===== config.mk =====
export PLATFORM = sky130hd
export DESIGN_NAME = fpga_cfg_loader
export DESIGN_NICKNAME = d
export VERILOG_FILES = /design/src/rtl/cfg_loader_pkg.sv /design/src/rtl/cfg_step_timer.sv /design/src/rtl/cfg_byte_ctr.sv /design/src/rtl/fpga_cfg_loader.sv
export SDC_FILE = /design/constraint.sdc
export NUM_CORES = 1
export LEC_CHECK = 0
export ABC_CLOCK_PERIOD_IN_PS = 3900
export CORE_MARGIN = 10
export CORE_UTILIZATION = 55
export CTS_BUF_LIST = sky130_fd_sc_hd__clkbuf_8 sky130_fd_sc_hd__clkbuf_16
export CTS_CLUSTER_SIZE = 40
export DETAILED_ROUTE_END_ITERATION = 7
export DONT_BUFFER_PORTS = 1
export PLACE_DENSITY = 0.7
export SLEW_MARGIN = 40
export SYNTH_ARGS = -nofsm -noshare
export SYNTH_HDL_FRONTEND = slang
export SYNTH_SLANG_ARGS = --single-unit

===== constraint.sdc =====
create_clock -name clk_i -period 3.9 [get_ports clk_i]
set_input_delay 0.195 -clock clk_i [delete_from_list [all_inputs] [get_ports clk_i]]
set_output_delay 0.195 -clock clk_i [all_outputs]
set_load 0.02 [all_outputs]

===== src/rtl/cfg_loader_pkg.sv =====
package cfg_loader_pkg;
  typedef enum logic [3:0] {
    ST_IDLE, ST_PGM, ST_PGM_WAIT, ST_INIT_CLR, ST_SETTLE, ST_FEED,
    ST_CLK_LO, ST_CLK_HI, ST_BUSY, ST_FINISH, ST_PASS, ST_ABORT
  } ld_state_e;

  function automatic int unsigned umax(int unsigned a, int unsigned b);
    return (a > b) ? a : b;
  endfunction
endpackage


===== src/rtl/cfg_step_timer.sv =====
module cfg_step_timer #(
  parameter int unsigned W = 8
) (
  input  logic         clk_i,
  input  logic         rst_ni,
  input  logic         clr_i,
  input  logic [W-1:0] lim_i,
  output logic         hit_o
);
  logic [W-1:0] cnt_q;

  assign hit_o = (cnt_q == lim_i - W'(1));

  always_ff @(posedge clk_i or negedge rst_ni)
    if (!rst_ni)     cnt_q <= '0;
    else if (clr_i)  cnt_q <= '0;
    else if (!hit_o) cnt_q <= cnt_q + W'(1);
endmodule


===== src/rtl/cfg_byte_ctr.sv =====
module cfg_byte_ctr #(
  parameter int unsigned W = 16
) (
  input  logic         clk_i,
  input  logic         rst_ni,
  input  logic         load_i,
  input  logic [W-1:0] val_i,
  input  logic         dec_i,
  output logic         empty_o
);
  logic [W-1:0] left_q;

  assign empty_o = (left_q == '0);

  always_ff @(posedge clk_i or negedge rst_ni)
    if (!rst_ni)                 left_q <= '0;
    else if (load_i)             left_q <= val_i;
    else if (dec_i && !empty_o)  left_q <= left_q - W'(1);
endmodule


===== src/rtl/fpga_cfg_loader.sv =====
module fpga_cfg_loader import cfg_loader_pkg::*; #(
  parameter int unsigned DATA_W     = 8,
  parameter int unsigned CNT_W      = 16,
  parameter int unsigned PHASE_CYC  = 2,
  parameter int unsigned PROG_CYC   = 32,
  parameter int unsigned SETTLE_CYC = 1000,
  parameter int unsigned INIT_TO    = 50_000_000,
  parameter int unsigned BUSY_TO    = 500_000,
  parameter int unsigned CONF_TO    = 20_000_000,
  parameter bit          BUSY_CHECK = 1'b1
) (
  input  logic              clk_i,
  input  logic              rst_ni,
  input  logic              start_i,
  input  logic [CNT_W-1:0]  byte_cnt_i,
  input  logic [DATA_W-1:0] s_data_i,
  input  logic              s_valid_i,
  output logic              s_ready_o,
  output logic              cfg_prog_o,
  input  logic              cfg_init_i,
  input  logic              cfg_done_i,
  input  logic              cfg_busy_i,
  output logic              cfg_cs_o,
  output logic              cfg_wr_o,
  output logic              cfg_cclk_o,
  output logic [DATA_W-1:0] cfg_data_o,
  output logic              cfg_data_oe_o,
  output logic              pass_o,
  output logic              fail_o
);
  localparam int unsigned LIM_MAX = umax(umax(umax(PHASE_CYC, PROG_CYC), umax(SETTLE_CYC, INIT_TO)),
                                         umax(BUSY_TO, CONF_TO));
  localparam int unsigned TMR_W   = $clog2(LIM_MAX + 1);

  ld_state_e         state_q, state_d, hi_next;
  logic [TMR_W-1:0]  lim;
  logic              hit, empty, take;
  logic [DATA_W-1:0] data_q;

  if (BUSY_CHECK) begin : g_busy_chk
    assign hi_next = ST_BUSY;
  end else begin : g_no_busy_chk
    assign hi_next = ST_FEED;
  end

  always_comb begin
    case (state_q)
      ST_PGM:                   lim = TMR_W'(PROG_CYC);
      ST_PGM_WAIT, ST_INIT_CLR: lim = TMR_W'(INIT_TO);
      ST_SETTLE:                lim = TMR_W'(SETTLE_CYC);
      ST_CLK_LO, ST_CLK_HI:     lim = TMR_W'(PHASE_CYC);
      ST_BUSY:                  lim = TMR_W'(BUSY_TO);
      ST_FINISH:                lim = TMR_W'(CONF_TO);
      default:                  lim = TMR_W'(1);
    endcase
  end

  assign s_ready_o = (state_q == ST_FEED) && !cfg_done_i && !cfg_init_i && !empty;
  assign take      = s_ready_o && s_valid_i;

  always_comb begin
    state_d = state_q;
    case (state_q)
      ST_IDLE:     if (start_i) state_d = ST_PGM;
      ST_PGM:      if (hit) state_d = ST_PGM_WAIT;
      ST_PGM_WAIT: if (cfg_init_i) state_d = ST_INIT_CLR;
                   else if (hit) state_d = ST_ABORT;
      ST_INIT_CLR: if (!cfg_init_i) state_d = ST_SETTLE;
                   else if (hit) state_d = ST_ABORT;
      ST_SETTLE:   if (hit) state_d = ST_FEED;
      ST_FEED:     if (cfg_done_i) state_d = ST_FINISH;   // early done exit, not an error
                   else if (cfg_init_i) state_d = ST_ABORT; // target flagged a load error
                   else if (empty) state_d = ST_FINISH;
                   else if (s_valid_i) state_d = ST_CLK_LO;
      ST_CLK_LO:   if (hit) state_d = ST_CLK_HI;
      ST_CLK_HI:   if (hit) state_d = hi_next;
      ST_BUSY:     if (!cfg_busy_i) state_d = ST_FEED;
                   else if (hit) state_d = ST_ABORT;
      ST_FINISH:   if (cfg_done_i && !cfg_init_i) state_d = ST_PASS;
                   else if (hit) state_d = ST_ABORT;
      ST_PASS, ST_ABORT: state_d = ST_IDLE;
      default:     state_d = ST_IDLE;
    endcase
  end

  always_ff @(posedge clk_i or negedge rst_ni)
    if (!rst_ni) begin
      state_q <= ST_IDLE;
      data_q  <= '0;
    end else begin
      state_q <= state_d;
      if (take) data_q <= s_data_i;
    end

  cfg_step_timer #(.W(TMR_W)) u_tmr (
    .clk_i  (clk_i),
    .rst_ni (rst_ni),
    .clr_i  (state_d != state_q),
    .lim_i  (lim),
    .hit_o  (hit)
  );

  cfg_byte_ctr #(.W(CNT_W)) u_cnt (
    .clk_i   (clk_i),
    .rst_ni  (rst_ni),
    .load_i  ((state_q == ST_IDLE) && start_i),
    .val_i   (byte_cnt_i),
    .dec_i   (take),
    .empty_o (empty)
  );

  always_comb begin
    cfg_cs_o = state_q inside {ST_SETTLE, ST_FEED, ST_CLK_LO, ST_CLK_HI, ST_BUSY};
  end
  assign cfg_wr_o      = cfg_cs_o;
  assign cfg_data_oe_o = cfg_cs_o;
  assign cfg_data_o    = data_q;
  assign cfg_prog_o    = (state_q == ST_PGM) || (state_q == ST_PGM_WAIT);
  assign cfg_cclk_o    = (state_q != ST_CLK_LO);
  assign pass_o        = (state_q == ST_PASS);
  assign fail_o        = (state_q == ST_ABORT);

  assert_prog_release_R2: assert property (@(posedge clk_i) disable iff (!rst_ni)
    $fell(cfg_prog_o) && !fail_o |-> $past(cfg_init_i));
  assert_cs_after_init_R5: assert property (@(posedge clk_i) disable iff (!rst_ni)
    $rose(cfg_cs_o) |-> $past(!cfg_init_i));
  assert_data_stable_R6: assert property (@(posedge clk_i) disable iff (!rst_ni)
    $rose(cfg_cclk_o) && cfg_cs_o |-> $stable(cfg_data_o));
  assert_pass_cause_R10: assert property (@(posedge clk_i) disable iff (!rst_ni)
    pass_o |-> $past(cfg_done_i && !cfg_init_i));
  assert_pulse_excl_R11: assert property (@(posedge clk_i) disable iff (!rst_ni)
    $onehot0({pass_o, fail_o}));
  assert_pulse_short_R11: assert property (@(posedge clk_i) disable iff (!rst_ni)
    (pass_o || fail_o) |=> !(pass_o || fail_o));
endmodule


* Yosys cells after proc, flatten, opt, wreduce, memory -nomap -nowiden
Memory sizes are Yosys's and may differ from the RTL's. Index checks and enable logic that the tools add are counted.
Word-level totals: memory bits (writable) 0, register bits after elaboration 54, latch bits 0, memories 1, ROM bits 384
Cells by class: shifts and indexed selects 0, eq/ne operators 15, div/mod/pow operators 0, multiplexer cells 19, add/subtract/negate cells 3, bitwise gates (word level) 0, $mul 0, reduce and logical (&&, ||, !) cells 15, $lt $le $gt $ge 0
Memory list:
- (no name shown) | words 16, bits a word 24, read ports 1, clocked after memory_dff 0, wr ports 0, RTL line fpga_cfg_loader.sv:47 | case (state_q)
Operators by type and width (count):
- 2-to-1 mux 4 bit | 14
- 2-to-1 mux 26 bit | 2
- case mux 4 bit (10 select lines) | 1
- 2-to-1 mux 16 bit | 2
- adder 26 x 1 -> 26 bit, second input constant | 1
- == test 26 bit | 1
- subtractor 26 x 1 -> 26 bit, second input constant | 1
- == test 4 x 3 -> 1 bit, second input constant | 4
- == test 4 bit, second input constant | 4
- zero test 16 bit | 1
- subtractor 16 x 1 -> 16 bit, second input constant | 1
- == test 4 x 2 -> 1 bit, second input constant | 2
- logical AND 1 bit | 7
- nonzero test 5 bit | 1
- == test 4 x 1 -> 1 bit, second input constant | 1
- zero test 4 bit | 1
- inequality test 4 x 3 -> 1 bit, second input constant | 1
- inequality test 4 bit | 1
- zero test 1 bit | 3
- inequality test 2 x 1 -> 1 bit, second input constant | 1
- nonzero test 2 bit | 1
- logical OR 1 bit | 1

* Depth between registers and ports, before layout
depth in word-level cells 8, depth in mapped cells 18, mapped depth without buffers 13

* Modules after synthesis
Synthesis repeated with hierarchy kept, for this count alone.
Second synthesis, totals: cells, all modules 533, area, all modules 4399.2 sq um
Modules (own cells, without submodules):
- cfg_step_timer | sequential area each 650.6 sq um, cells an instance 285, area an instance 2382.3 sq um, times used 1
- cfg_byte_ctr | sequential area each 400.4 sq um, cells an instance 124, area an instance 1046.0 sq um, times used 1
- fpga_cfg_loader | sequential area each 300.3 sq um, cells an instance 124, area an instance 970.9 sq um, times used 1

* Worst setup path after synthesis
Ideal clock, no wire load.
kind register to register, start register state_q[2], end register state_q[2], data required time 3.769 ns, library setup time 0.131 ns, cell stages (with the launch flop) 18, data arrival time 3.278 ns, slack 0.491 ns, buffers on the path 6, cell sequence dfrtp_1 buf_6 buf_8 buf_12 buf_8 nand2_1 ha_1 ha_1 clkbuf_1 o21bai_1 a221oi_1 xor2_1 nand3_1 nor4_4 and2_1 buf_4 a21oi_1 or3_1
Between the ends: word-level cells in the longest chain between the ends 6
RTL lines:
- start: declaration | RTL line fpga_cfg_loader.sv:35 | ld_state_e state_q, state_d, hi_next;
- start signal: assignment | RTL line fpga_cfg_loader.sv:91 | state_q <= state_d;
- memory read (16 x 24 bit)
- subtractor 26 x 1 -> 26 bit | RTL line cfg_step_timer.sv:12 | assign hit_o = (cnt_q == lim_i - W'(1));
- == test 26 bit | RTL line cfg_step_timer.sv:12
- 2-to-1 mux 4 bit
- 2-to-1 mux 4 bit (on tied branches)
- case mux 4 bit (10 select lines) (*) | RTL line fpga_cfg_loader.sv:63 | case (state_q)
- via state_d[2] | RTL line fpga_cfg_loader.sv:35
The timed path passes the listed nets; every way through them passes the cells marked *. A chain may end at the register's enable or synchronous reset.

* Worst setup path in the final report
start register state_q[1], end register u_tmr.cnt_q[10]
Between the ends: word-level cells in the longest chain between the ends 8
RTL lines:
- memory read (16 x 24 bit)
- subtractor 26 x 1 -> 26 bit | RTL line cfg_step_timer.sv:12
- == test 26 bit | RTL line cfg_step_timer.sv:12
- 2-to-1 mux 4 bit
- 2-to-1 mux 4 bit (on tied branches)
- case mux 4 bit (10 select lines) | RTL line fpga_cfg_loader.sv:63
- inequality test 4 bit | RTL line fpga_cfg_loader.sv:98 | .clr_i (state_d != state_q),
- inequality test 2 x 1 -> 1 bit (no source line) / 2-to-1 mux 26 bit (equally long branches)
- end signal: assignment | RTL line cfg_step_timer.sv:17 | else if (!hit_o) cnt_q <= cnt_q + W'(1);
- end: declaration | RTL line cfg_step_timer.sv:10 | logic [W-1:0] cnt_q;
Parallel ways exist; a longest one is shown, timed or not.

==> impl_summary.log <==
INFO  metric critical_path_required = 4130 ps
INFO  metric critical-path-slowest-cell = or4_1
INFO  metric cts_num_sinks = 54
INFO  metric worst_path_largest_cell_delay = 500 ps
INFO  metric hold_path.class = input pin to flip-flop
INFO  metric core_area = 7290 um2
INFO  metric finalCritPeriodShare = 90.9%
INFO  metric die-width = 107 um
INFO  metric drtAntennaViolNets = 0
INFO  metric wl_met2 = 5130 um
INFO  metric holdWs = 11.0 ps
INFO  metric ctsRootBufferMaster = clkbuf_8
INFO  metric fp-row-count = 31
INFO  metric io_buffers = 0
INFO  metric global_route_wire_length_before_repair = 17,000 um
INFO  metric most_frequent_cell_after_synthesis = dfrtp_1
INFO  metric synth_top_area_cell = dfrtp_1
INFO  metric synth-async-reset-ratio = 100%
INFO  metric clkTransAtPathRegs = 100 ps
INFO  metric grt_pass1_vias = 3,384
INFO  metric cts-htree-levels = 2
INFO  metric detailedRoute.firstIterationViolations = 234
INFO  metric synth_sequential_area_ratio = 32.7%
INFO  metric fillCellCount = 686
INFO  metric detailedRoute.firstPassIterationCount = 5
INFO  metric worst_min_delay_path_startpoint = byte_cnt_i[3]
INFO  metric route.layer.met1.wl = 4700 um
INFO  metric synth-seq-cells = 54
INFO  metric detail_route.wl_per_cell = 18.0 um
INFO  metric ff2ff_path_depth = 14
INFO  metric regToRegSetupSlack = 350 ps
INFO  metric highest_layer = met4
INFO  metric fin_skew = 14.0 ps
INFO  metric yosysWarningCount = 0
INFO  metric vdd_ir_drop_max = 0.000189 V
INFO  metric cap_violations = 0
INFO  metric max_clock_freq = 282 MHz
INFO  metric max_slew.worst_pin.slew = 776 ps
INFO  metric holdPathEnd = u_cnt.left_q[3]
INFO  metric cts_buffer_depth = 2
INFO  metric grt_max_degree = 55
INFO  metric synthesis.nets = 528
INFO  metric cp_max_fo = 15
INFO  metric n_antenna_cell = 0
INFO  metric wl = 10,600 um
INFO  metric crit_path_cell_trace = nor2b_2 > a21oi_1 > nand2_1 > ha_1 > ha_1 > nor2b_1 > o21bai_1 > a31oi_1 > o2111ai_1 > nor4_4 > and2_1 > buf_4 > or4_1 > a21oi_1
INFO  metric worst-setup-path-type = flip-flop to flip-flop
INFO  metric fraction_of_layout_instances_using_a_drive_strength_above_1 = 10.2%
INFO  metric gp_congestion = 0.941
INFO  metric die_height = 107 um
INFO  metric initial_core_util = 56.6%
INFO  metric endpoint_kind = flip-flop
INFO  metric finalNonFillerCells = 591
INFO  metric crit_path_buf_inv_count = 1
INFO  metric synth_enable_flop_cells = 0
INFO  metric finalMaxSlewViolations = 0
INFO  metric numCtsBuffers = 5
INFO  metric setup.worst_path.start_class = flip-flop
INFO  metric fin_crit = 3550 ps
INFO  metric antenna_found_initial = 0
INFO  metric post-route-cell-area = 4360 um2
INFO  metric floorplan.die_area = 11,400 um2
INFO  metric dp_cells = 573
INFO  metric top_cells_by_area_in_the_synthesized_netlist = dfrtp_1, o21ai_0, xnor2_1
INFO  metric grt-ovfl-total = 0
INFO  metric synth-main-ff-cell = dfrtp_1
INFO  metric sum_of_negative_setup_slack = 0 ps
INFO  metric tritoncts_clock_tree = built
INFO  metric multiInputGateArea = 2480 um2
INFO  metric drc = 0
INFO  metric power.static_leakage = 1.77 nW
INFO  metric category_of_cells_accounting_for_the_largest_share_of_critical_path_delay = simple AND/OR/NAND/NOR gates
INFO  metric finalHoldViolations = 0
INFO  metric synth_largest_type_area_fraction = 32.7%
INFO  metric detailroute.wirelength.met3 = 674 um
INFO  metric final-setup-viol-count = 0
INFO  metric io_pins = 47
INFO  metric timing.rr.end = u_tmr.cnt_q[10]
INFO  metric setup_repair_after_global_routing_missed_its_margin = false
INFO  metric synthTopCellsByCount = dfrtp_1, nor2_1, nand2_1, o21ai_0, a21oi_1
INFO  metric layout-area-overhead-vs-synth = 5.61%
INFO  metric critPathArrivalTime = 3780 ps
INFO  metric post_synthesis_mean_instance_area = 8.37 um2
INFO  metric regArea = 1350 um2
INFO  metric run_status = finished clean
INFO  metric mappedNetlistArea = 4130 um2
INFO  metric r2r_start = state_q[1]
INFO  metric drt-vias-per-instance = 6.22
INFO  metric hpwl = 7800 um
INFO  metric power.density_cell_area = 545 nW/um2
INFO  metric number_of_cells_on_the_worst_hold_path = 2
INFO  metric routed-via-count = 3,674
INFO  metric grt.total_usage = 17.9%
INFO  metric netlist_instances = 493
INFO  metric fin_nets = 526
INFO  metric insertion_delay = 310 ps
INFO  metric yosysUniqueCellTypes = 71
INFO  metric max-slew-margin-rel = 48.3%
INFO  metric standard_cell_area_after_detailed_placement = 4150 um2
## power breakdown
part	internal (mW)	leakage, nW	switching (mW)
clock	0.129	0.0408	0.194
combinational	0.481	1.01	0.708
sequential	0.687	0.716	0.177
total	1.30	1.77	1.08
## how the worst max path moves through the flow
stage | from | end | cells past startpoint
floorplan | state_q[2] | state_q[2] | 17
global placement | state_q[3] | u_tmr.cnt_q[10] | 14
detailed placement | state_q[3] | u_tmr.cnt_q[8] | 14
CTS | state_q[3] | u_tmr.cnt_q[8] | 14
global route | state_q[1] | u_tmr.cnt_q[8] | 14
finish | state_q[1] | u_tmr.cnt_q[10] | 14
## per-layer routing
metal,vias to the layer above,GRT usage (%)
li1,1769,-
met1,1763,23.4
met4,0,4.64
met3,16,4.31
met2,126,28.8
met5,-,0
## sequential cells by signal, summed over array words and instances, names as in the netlist
signal and count:
state_q 4, u_tmr.cnt_q 26, cfg_data_o 8, u_cnt.left_q 16
## worst register-to-register path, delay by kind of cell, from the launching register on
family | cells | cell delay (ps)
DFF | 1 | 420
buffers and inverters | 1 | 210
adders and majority gates | 2 | 580
and+or+nand+nor | 6 | 1280
AOI/OAI and AO/OA | 5 | 990
## layout make-up
cell class	count	share of cell area, %
multi-input cells	389	57.0
clock buffers	5	1.58
flip-flops and latches	54	31.0
repair buffers	26	5.74
clock inverters	3	0.545
well taps	99	2.84
inverters	15	1.29
## metrics by stage
stage | total power [mW] | setup WS [ps] | util (%)
final | 2.38 | 354 | 59.8
after global routing | 2.55 | 84.1 | 59.8
after CTS | 2.38 | 309 | 59.7
after detailed placement | 2.03 | 315 | 56.8
after global placement | 2.01 | 444 | 56.8
after floorplan | 1.77 | 491 | -
## cells in the final DEF (no fill, tap or decap), drive strengths merged, types with 10 or more instances in the layout
cell type / count
nand2: 44
dfrtp: 54
a21oi: 28
buf: 17
nand3: 23
nor2: 49
o21ai: 45
xnor2: 23
nand4: 10
inv: 16
xor2: 17
## logic make-up (layout without fill, tap and decap cells)
group / count (synthesis) / in the layout / share of synthesized area (%)
xor+xnor: 40 / 40 / 8.49
fa+ha+maj: 4 / 4 / 1.21
buf+inv: 50 / 49 / 7.15
flops: 54 / 54 / 32.7
mux: 13 / 13 / 3.43
simple gates: 200 / 200 / 26.2
compound gates: 132 / 132 / 20.7
## repair_timing
action / in CTS / in global routing
endpoints found under the hold margin: 62 / 0
hold buffers: 10 / 0
setup buffers: 0 / 0
setup endpoints to repair: 0 / 4
gates resized for setup: 0 / 2
(Power assumes the default switching activity.)
